## config.mk

```make
export PLATFORM = sky130hd
export DESIGN_NAME = cmd_ring_writer
export DESIGN_NICKNAME = d
export VERILOG_FILES = /design/src/rtl/cring_pkg.sv /design/src/rtl/cring_poll_timer.sv /design/src/rtl/cring_tgt_decode.sv /design/src/rtl/cring_tgt_counters.sv /design/src/rtl/cmd_ring_writer.sv
export SDC_FILE = /design/constraint.sdc
export NUM_CORES = 1
export LEC_CHECK = 0
export ABC_CLOCK_PERIOD_IN_PS = 10400
export BUFFER_PORTS_ARGS = -buffer_cell sky130_fd_sc_hd__buf_2
export CAP_MARGIN = 20
export CORE_AREA = 2 2 287 289
export CTS_CLUSTER_SIZE = 20
export DETAILED_ROUTE_END_ITERATION = 8
export DIE_AREA = 0 0 289 291
export PLACE_DENSITY = 0.69
export SLEW_MARGIN = 5
export SYNTH_ARGS = -nofsm -noshare
export SYNTH_HDL_FRONTEND = slang
export SYNTH_SLANG_ARGS = --single-unit
export TNS_END_PERCENT = 100
```

## constraint.sdc

```tcl
create_clock -name clk -period 10.4 [get_ports clk]
set_clock_uncertainty 0.1 [all_clocks]
set_input_delay 0 -clock clk [delete_from_list [all_inputs] [get_ports clk]]
set_output_delay 0 -clock clk [all_outputs]
set_load 0.005 [all_outputs]
```

## src/rtl/cring_pkg.sv

```systemverilog
package cring_pkg;
    typedef enum logic [2:0] {
        ST_STOPPED,
        ST_RP_ASSERT,
        ST_RP_WAIT_SET,
        ST_RP_RELEASE,
        ST_RP_WAIT_ZERO,
        ST_RUN,
        ST_REJECT
    } cring_state_e;

    typedef enum logic [1:0] {
        ERR_NONE = 2'd0,
        ERR_FULL = 2'd1,
        ERR_PWR  = 2'd2
    } cring_err_e;

    localparam logic [15:0] RP_RESET_BIT = 16'h8000;
    localparam logic [15:0] RP_DEAD     = 16'hFFFF;
endpackage

```

## src/rtl/cring_poll_timer.sv

```systemverilog
module cring_poll_timer #(
    parameter int LIMIT = 1000
) (
    input  logic clk,
    input  logic rst_n,
    input  logic clr,
    input  logic en,
    output logic expired
);
    localparam int CW = (LIMIT > 1) ? $clog2(LIMIT) : 1;
    localparam logic [CW-1:0] LAST = CW'(LIMIT - 1);

    logic [CW-1:0] cnt_q;

    always_ff @(posedge clk or negedge rst_n) begin
        if (!rst_n) begin
            cnt_q <= '0;
        end else if (clr) begin
            cnt_q <= '0;
        end else if (en && cnt_q != LAST) begin
            cnt_q <= cnt_q + 1'b1;
        end
    end

    assign expired = (cnt_q == LAST);
endmodule

```

## src/rtl/cring_tgt_decode.sv

```systemverilog
module cring_tgt_decode #(
    parameter int MAX_TGT = 15
) (
    input  logic [3:0] nibble,
    output logic [3:0] tgt,
    output logic       in_range
);
    always_comb begin
        in_range = (32'(nibble) < MAX_TGT);
        tgt      = in_range ? nibble : 4'd0;
    end
endmodule

```

## src/rtl/cring_tgt_counters.sv

```systemverilog
module cring_tgt_counters #(
    parameter int MAX_TGT = 15,
    parameter int CNT_W   = 8,
    parameter int WORD_W  = 32
) (
    input  logic                      clk,
    input  logic                      rst_n,
    input  logic                      inc_en,
    input  logic [3:0]                inc_tgt,
    input  logic [WORD_W-1:0]         inc_word,
    input  logic                      dec_en,
    input  logic [3:0]                dec_tgt,
    output logic [MAX_TGT*CNT_W-1:0]  cnt_flat,
    output logic [MAX_TGT*WORD_W-1:0] last_flat
);
    localparam logic [CNT_W-1:0] CNT_MAX = '1;

    for (genvar t = 0; t < MAX_TGT; t++) begin : g_tgt
        logic [CNT_W-1:0]  cnt_q;
        logic [WORD_W-1:0] last_q;
        logic              hit_inc;
        logic              hit_dec;

        assign hit_inc = inc_en && (32'(inc_tgt) == t);
        assign hit_dec = dec_en && (32'(dec_tgt) == t);

        always_ff @(posedge clk or negedge rst_n) begin
            if (!rst_n) begin
                cnt_q  <= '0;
                last_q <= '0;
            end else begin
                if (hit_inc) begin
                    last_q <= inc_word;
                end
                unique case ({hit_inc, hit_dec})
                    2'b10: if (cnt_q != CNT_MAX) cnt_q <= cnt_q + 1'b1;
                    2'b01: if (cnt_q != '0)      cnt_q <= cnt_q - 1'b1;
                    default: cnt_q <= cnt_q;
                endcase
            end
        end

        assign cnt_flat[t*CNT_W +: CNT_W]    = cnt_q;
        assign last_flat[t*WORD_W +: WORD_W] = last_q;
    end
endmodule

```

## src/rtl/cmd_ring_writer.sv

```systemverilog
module cmd_ring_writer
    import cring_pkg::*;
#(
    parameter int RING_DEPTH = 256,
    parameter int MAX_TGT    = 15,
    parameter int POLL_LIMIT = 1000,
    parameter int CNT_W      = 8,
    localparam int IDX_W     = $clog2(RING_DEPTH)
) (
    input  logic                     clk,
    input  logic                     rst_n,
    input  logic                     init_req,
    input  logic                     stop_req,
    input  logic                     cmd_valid,
    input  logic [31:0]              cmd_data,
    output logic                     cmd_ready,
    input  logic [15:0]              hw_rp,
    output logic                     rp_wr,
    output logic [15:0]              rp_wdata,
    output logic                     ring_we,
    output logic [IDX_W-1:0]         ring_idx,
    output logic [31:0]              ring_wdata,
    output logic [IDX_W-1:0]         wp_out,
    output logic                     run_o,
    output logic [1:0]               err_code,
    output logic                     rst_timeout,
    input  logic                     rsp_dec_valid,
    input  logic [3:0]               rsp_dec_tgt,
    output logic [MAX_TGT*CNT_W-1:0] out_cnt,
    output logic [MAX_TGT*32-1:0]    last_cmd
);
    localparam logic [IDX_W-1:0] WP_LAST = IDX_W'(RING_DEPTH - 1);

    cring_state_e state_q, state_d;

    logic [IDX_W-1:0] wp_q;
    logic [IDX_W-1:0] wp_next;
    logic             poll_clr, poll_en, poll_exp;
    logic             take;
    logic             is_dead, is_full;
    logic             accept, refuse;
    logic [3:0]       inc_tgt, dec_tgt;
    logic             inc_ok, dec_ok;

    // ---------------- helpers ----------------
    assign wp_next = (wp_q == WP_LAST) ? '0 : wp_q + 1'b1;
    assign take    = cmd_valid && cmd_ready;
    assign is_dead = (hw_rp == RP_DEAD);
    assign is_full = (hw_rp == 16'(wp_next));
    assign accept  = take && !is_dead && !is_full;
    assign refuse  = take && (is_dead || is_full);

    assign poll_clr = (state_q == ST_RP_ASSERT) || (state_q == ST_RP_RELEASE);
    assign poll_en  = (state_q == ST_RP_WAIT_SET) || (state_q == ST_RP_WAIT_ZERO);

    cring_poll_timer #(.LIMIT(POLL_LIMIT)) u_poll (
        .clk     (clk),
        .rst_n   (rst_n),
        .clr     (poll_clr),
        .en      (poll_en),
        .expired (poll_exp)
    );

    cring_tgt_decode #(.MAX_TGT(MAX_TGT)) u_inc_dec (
        .nibble   (cmd_data[31:28]),
        .tgt      (inc_tgt),
        .in_range (inc_ok)
    );

    cring_tgt_decode #(.MAX_TGT(MAX_TGT)) u_rsp_dec (
        .nibble   (rsp_dec_tgt),
        .tgt      (dec_tgt),
        .in_range (dec_ok)
    );

    cring_tgt_counters #(
        .MAX_TGT (MAX_TGT),
        .CNT_W   (CNT_W),
        .WORD_W  (32)
    ) u_cnt (
        .clk       (clk),
        .rst_n     (rst_n),
        .inc_en    (accept),
        .inc_tgt   (inc_tgt),
        .inc_word  (cmd_data),
        .dec_en    (rsp_dec_valid && dec_ok),
        .dec_tgt   (dec_tgt),
        .cnt_flat  (out_cnt),
        .last_flat (last_cmd)
    );

    // ---------------- state register ----------------
    always_ff @(posedge clk or negedge rst_n) begin
        if (!rst_n) begin
            state_q <= ST_STOPPED;
        end else begin
            state_q <= state_d;
        end
    end

    // ---------------- next state ----------------
    always_comb begin
        state_d = state_q;
        unique case (state_q)
            ST_STOPPED:      if (init_req) state_d = ST_RP_ASSERT;
            ST_RP_ASSERT:    state_d = ST_RP_WAIT_SET;
            ST_RP_WAIT_SET:  if (hw_rp[15] || poll_exp) state_d = ST_RP_RELEASE;
            ST_RP_RELEASE:   state_d = ST_RP_WAIT_ZERO;
            ST_RP_WAIT_ZERO: if (hw_rp == '0 || poll_exp) state_d = ST_RUN;
            ST_RUN: begin
                if (stop_req)    state_d = ST_STOPPED;
                else if (refuse) state_d = ST_REJECT;
            end
            ST_REJECT: state_d = stop_req ? ST_STOPPED : ST_RUN;
            default:   state_d = ST_STOPPED;
        endcase
    end

    // ---------------- Moore outputs ----------------
    assign cmd_ready = (state_q == ST_RUN) && !stop_req;
    assign run_o     = (state_q == ST_RUN) || (state_q == ST_REJECT);
    assign rp_wr     = (state_q == ST_RP_ASSERT) || (state_q == ST_RP_RELEASE);
    assign rp_wdata  = (state_q == ST_RP_ASSERT) ? RP_RESET_BIT : 16'h0000;

    // ---------------- registered outputs ----------------
    always_ff @(posedge clk or negedge rst_n) begin
        if (!rst_n) begin
            wp_q        <= '0;
            ring_we     <= 1'b0;
            ring_idx    <= '0;
            ring_wdata  <= '0;
            err_code    <= ERR_NONE;
            rst_timeout <= 1'b0;
        end else begin
            ring_we  <= 1'b0;
            err_code <= ERR_NONE;
            unique case (state_q)
                ST_STOPPED: begin
                    if (init_req) begin
                        wp_q        <= '0;
                        rst_timeout <= 1'b0;
                    end
                end
                ST_RP_WAIT_SET: begin
                    if (!hw_rp[15] && poll_exp) rst_timeout <= 1'b1;
                end
                ST_RP_WAIT_ZERO: begin
                    if (hw_rp != '0 && poll_exp) rst_timeout <= 1'b1;
                end
                ST_RUN: begin
                    if (accept) begin
                        wp_q       <= wp_next;
                        ring_we    <= 1'b1;
                        ring_idx   <= wp_next;
                        ring_wdata <= cmd_data;
                    end else if (refuse) begin
                        err_code <= is_dead ? ERR_PWR : ERR_FULL;
                    end
                end
                default: begin
                end
            endcase
        end
    end

    assign wp_out = wp_q;

    logic unused_ok;
    assign unused_ok = inc_ok;
endmodule

```

==> flow_summary.ini <==
[synth]
synth_area_um2 = 30900
synth.avg_cell_area_um2 = 13.2
synth-edff-count = 0
yosys.area.top_type = dfrtp_1
synth-seq-area-share_pct = 53.8
syn_inst = 2346
ys_warn_count = 0
synth_area_leaders = dfrtp_1 54%, mux2_2 14%, ha_1 4.9%, mux2_4 4.9%, xnor2_1 2.0%
synth_cell_types = 79
ys_async_sr_fraction_pct = 100
synth_seq_cells = 665
synth_top_area_share_pct = 53.8
synth_top_flop_cell = dfrtp_1

[clocking]
clockBufferDepth = 3
cts_root_buf = clkbuf_16
insertion_delay_ns = 0.62
cts_setup_buffers = 0
cts_tree = built
cts_hold_buf = 56
clock_sinks = 665
cts_resized = 0
clkTransAtPathRegs_ns = 0.06
htreeDepth = 3
cts_buffers = 74

[critical_path]
required_ns = 10.79
crit_slowest_cell = nand3_4
crit_top_cell = ha_1
crit_path_end_kind = register
critPathLaunchType = register
crit_chain = ha_1, and3_1, a22oi_1, and4b_1, and4_4, nand2_2, nand2b_4, inv_4, buf_4, nand3_4, ha_1, ha_1, a21o_1, a21oi_1, o21bai_1, a2111oi_0, or3_1, nand3_1, xnor2_1
arrival_ns = 6.65
criticalPathCategory = register to register
r2r_slack_ns = 4.14
worst_path_largest_cell_delay_ns = 0.66
crit_fanout = 37

[grt]
grtUsageMet3_pct = 5.23
grt_busiest_layer = met2
antenna_found_initial = 4
grt_first_pass_wirelength_mm = 139
use_met2_pct = 36.1
first_global_vias = 21900
overflow = 0
grt_max_degree = 155
grt_usage_pct = 21.8
grt_use_met1_pct = 26.8

[layout]
diodes = 0
fin_area_um2 = 38300
fillers = 7272
areaGrowthSynthToFinish_pct = 24.0
drive_above_1_share_pct = 43.5
nets = 3286

[timing]
rsz0062_at_grt = false
setup_tns_ns = 0
fin_ws_ns = 4.14
final-hold-violation-count = 0
setup_viol = 0
fin_crit_ns = 6.26
period_share_pct = 60.2
holdWs_ns = 0.0627
slew_headroom_pct = 32.3
drv_slew = 0
worst_pin_slew_ns = 1.01
fmax_mhz = 160

[route]
drc = 0
first_pass_iters = 5
vias = 21500
drt-initial-drc-count = 1125
wl_per_cell_um = 22.1
postRouteWirelength_mm = 93.3
vias_per_cell = 5.10
antenna_left = 0

[pwr]
p_total_mw = 7.92
powerDensity_nw_per_um2 = 207
ir_drop_mv = 0.151
power_leakage_nw = 21.0

[placed_design]
placedInstanceArea_um2 = 35200
dp_hpwl_mm = 64.1
place.gp.congestion = 0.846
numPortBuffers = 713
place_ws_ns = 4.15

[die]
die_h_um = 291
dieArea_um2 = 84100
die_w_um = 289
io_pins = 729
rows = 105
initial_utilization_pct = 38.1
fp.coreArea_um2 = 81200

[worst_hold_path]
hold_path.class = input pin to register

[status]
status = finished clean

[flow_run]
drv_cap = 0
-- synth_stat cells, types with 10 or more instances --
cell	number
mux2i_1	19
a21o_1	35
nor2b_1	34
buf_2	13
mux2_4	100
mux2_2	388
o21ai_0	66
fa_1	15
nor3_1	30
clkbuf_1	48
dfrtp_1	665
nand4_1	25
inv_1	71
buf_4	41
nand2b_1	36
nand3_1	23
and2_1	32
nand2_1	96
xnor2_1	69
mux2_1	10
or4_1	10
a21oi_1	64
or2_2	13
xor2_1	47
nor4_1	13
o21a_1	16
o41ai_1	11
ha_1	120
a41o_1	10
nor2_1	100
buf_6	21
-- through the flow --
step	util, %	cells
after floorplan	-	2360
after global placement	43.4	4031
after detailed placement	43.4	4031
after CTS	47.2	4219
after global routing	47.2	4219
final	47.2	4219
-- cell usage in the layout (no fill, tap or decap), types with 11 or more instances in the layout --
cell type        n
nand2b_1        36
conb_1          15
a21oi_1         64
xor2_1          47
dlygate4sd3_1   55
fa_1            15
or2_2           13
clkbuf_8        16
xnor2_1         69
o41ai_1         11
mux2i_1         19
mux2_2         388
ha_1           120
inv_1           71
o21a_1          16
nor3_1          30
clkbuf_1        20
buf_2          712
nor2b_1         34
nand2_1         96
nor2_1         100
nand3_1         23
mux2_4         100
dfrtp_1        665
and2_1          32
nand4_1         25
nor4_1          13
a21o_1          35
o21ai_0         66
clkbuf_16       75
-- power breakdown --
group / internal (mW) / total, mW / switching [mW]
sequential: 3.02 / 3.42 / 0.400
combinational: 0.909 / 1.79 / 0.877
clock: 1.59 / 2.72 / 1.13
-- path summary, 6_finish.rpt --
kind,depth (start not counted),end,from
worst max-delay path,19,u_cnt.g_tgt[2].cnt_q[7],wp_out[0]
worst min-delay path,8,state_q[2],hw_rp[14]
worst max register to register,19,u_cnt.g_tgt[2].cnt_q[7],wp_out[0]
worst min register to register,1,u_cnt.g_tgt[11].last_q[28],u_cnt.g_tgt[11].last_q[28]
max in group asynchronous,5,u_cnt.g_tgt[2].last_q[21],rst_n
min in group asynchronous,4,u_cnt.g_tgt[4].cnt_q[7],rst_n
-- metal layers --
metal	part of all wire [%]	vias up
met2	48	690
li1	-	9711
met3	6.9	187
met4	4.4	0
met1	41	10900
met5	0	-
-- final cells by class --
type	instances	area, µm²	share of cell area [%]
Clock inverter	21	358	0.934
Clock buffer	111	2170	5.67
Sequential cell	665	16600	43.4
Inverter	73	277	0.721
Tap cell	1070	1340	3.49
Timing Repair Buffer	782	4300	11.2
Multi-Input combinational cell	1497	13200	34.5
-- registers in the layout (all words and copies together), names as in the netlist --
register and flops:
ring_we 1, err_code 2, ring_idx 8, u_cnt.g_tgt.cnt_q 120, wp_out 8, rst_timeout 1, state_q 3, u_cnt.g_tgt.last_q 480
ring_wdata 32, u_poll.cnt_q 10
-- kinds of logic after synthesis --
family	Yosys count	synth area share [%]
flip-flops	665	53.8
multiplexers	518	20.0
AND/OR/NAND/NOR	457	7.95
AO/OA/AOI/OAI	254	5.48
buffers and inverters	198	3.51
adder cells (fa/ha/maj)	136	5.86
XOR/XNOR	117	3.34
other	1	0.0121
-- critical path, delay by kind of cell, from the launching register on --
family                     cells  cell delay [ns]
xor gates and xnor gates       1             0.16
DFF                            1             0.54
buffers and inverters          2             1.01
adders and majority gates      3             1.34
AOI/OAI and AO/OA              5             1.17
and+or+nand+nor                8             1.80
Power figures use the tool's default switching activity.
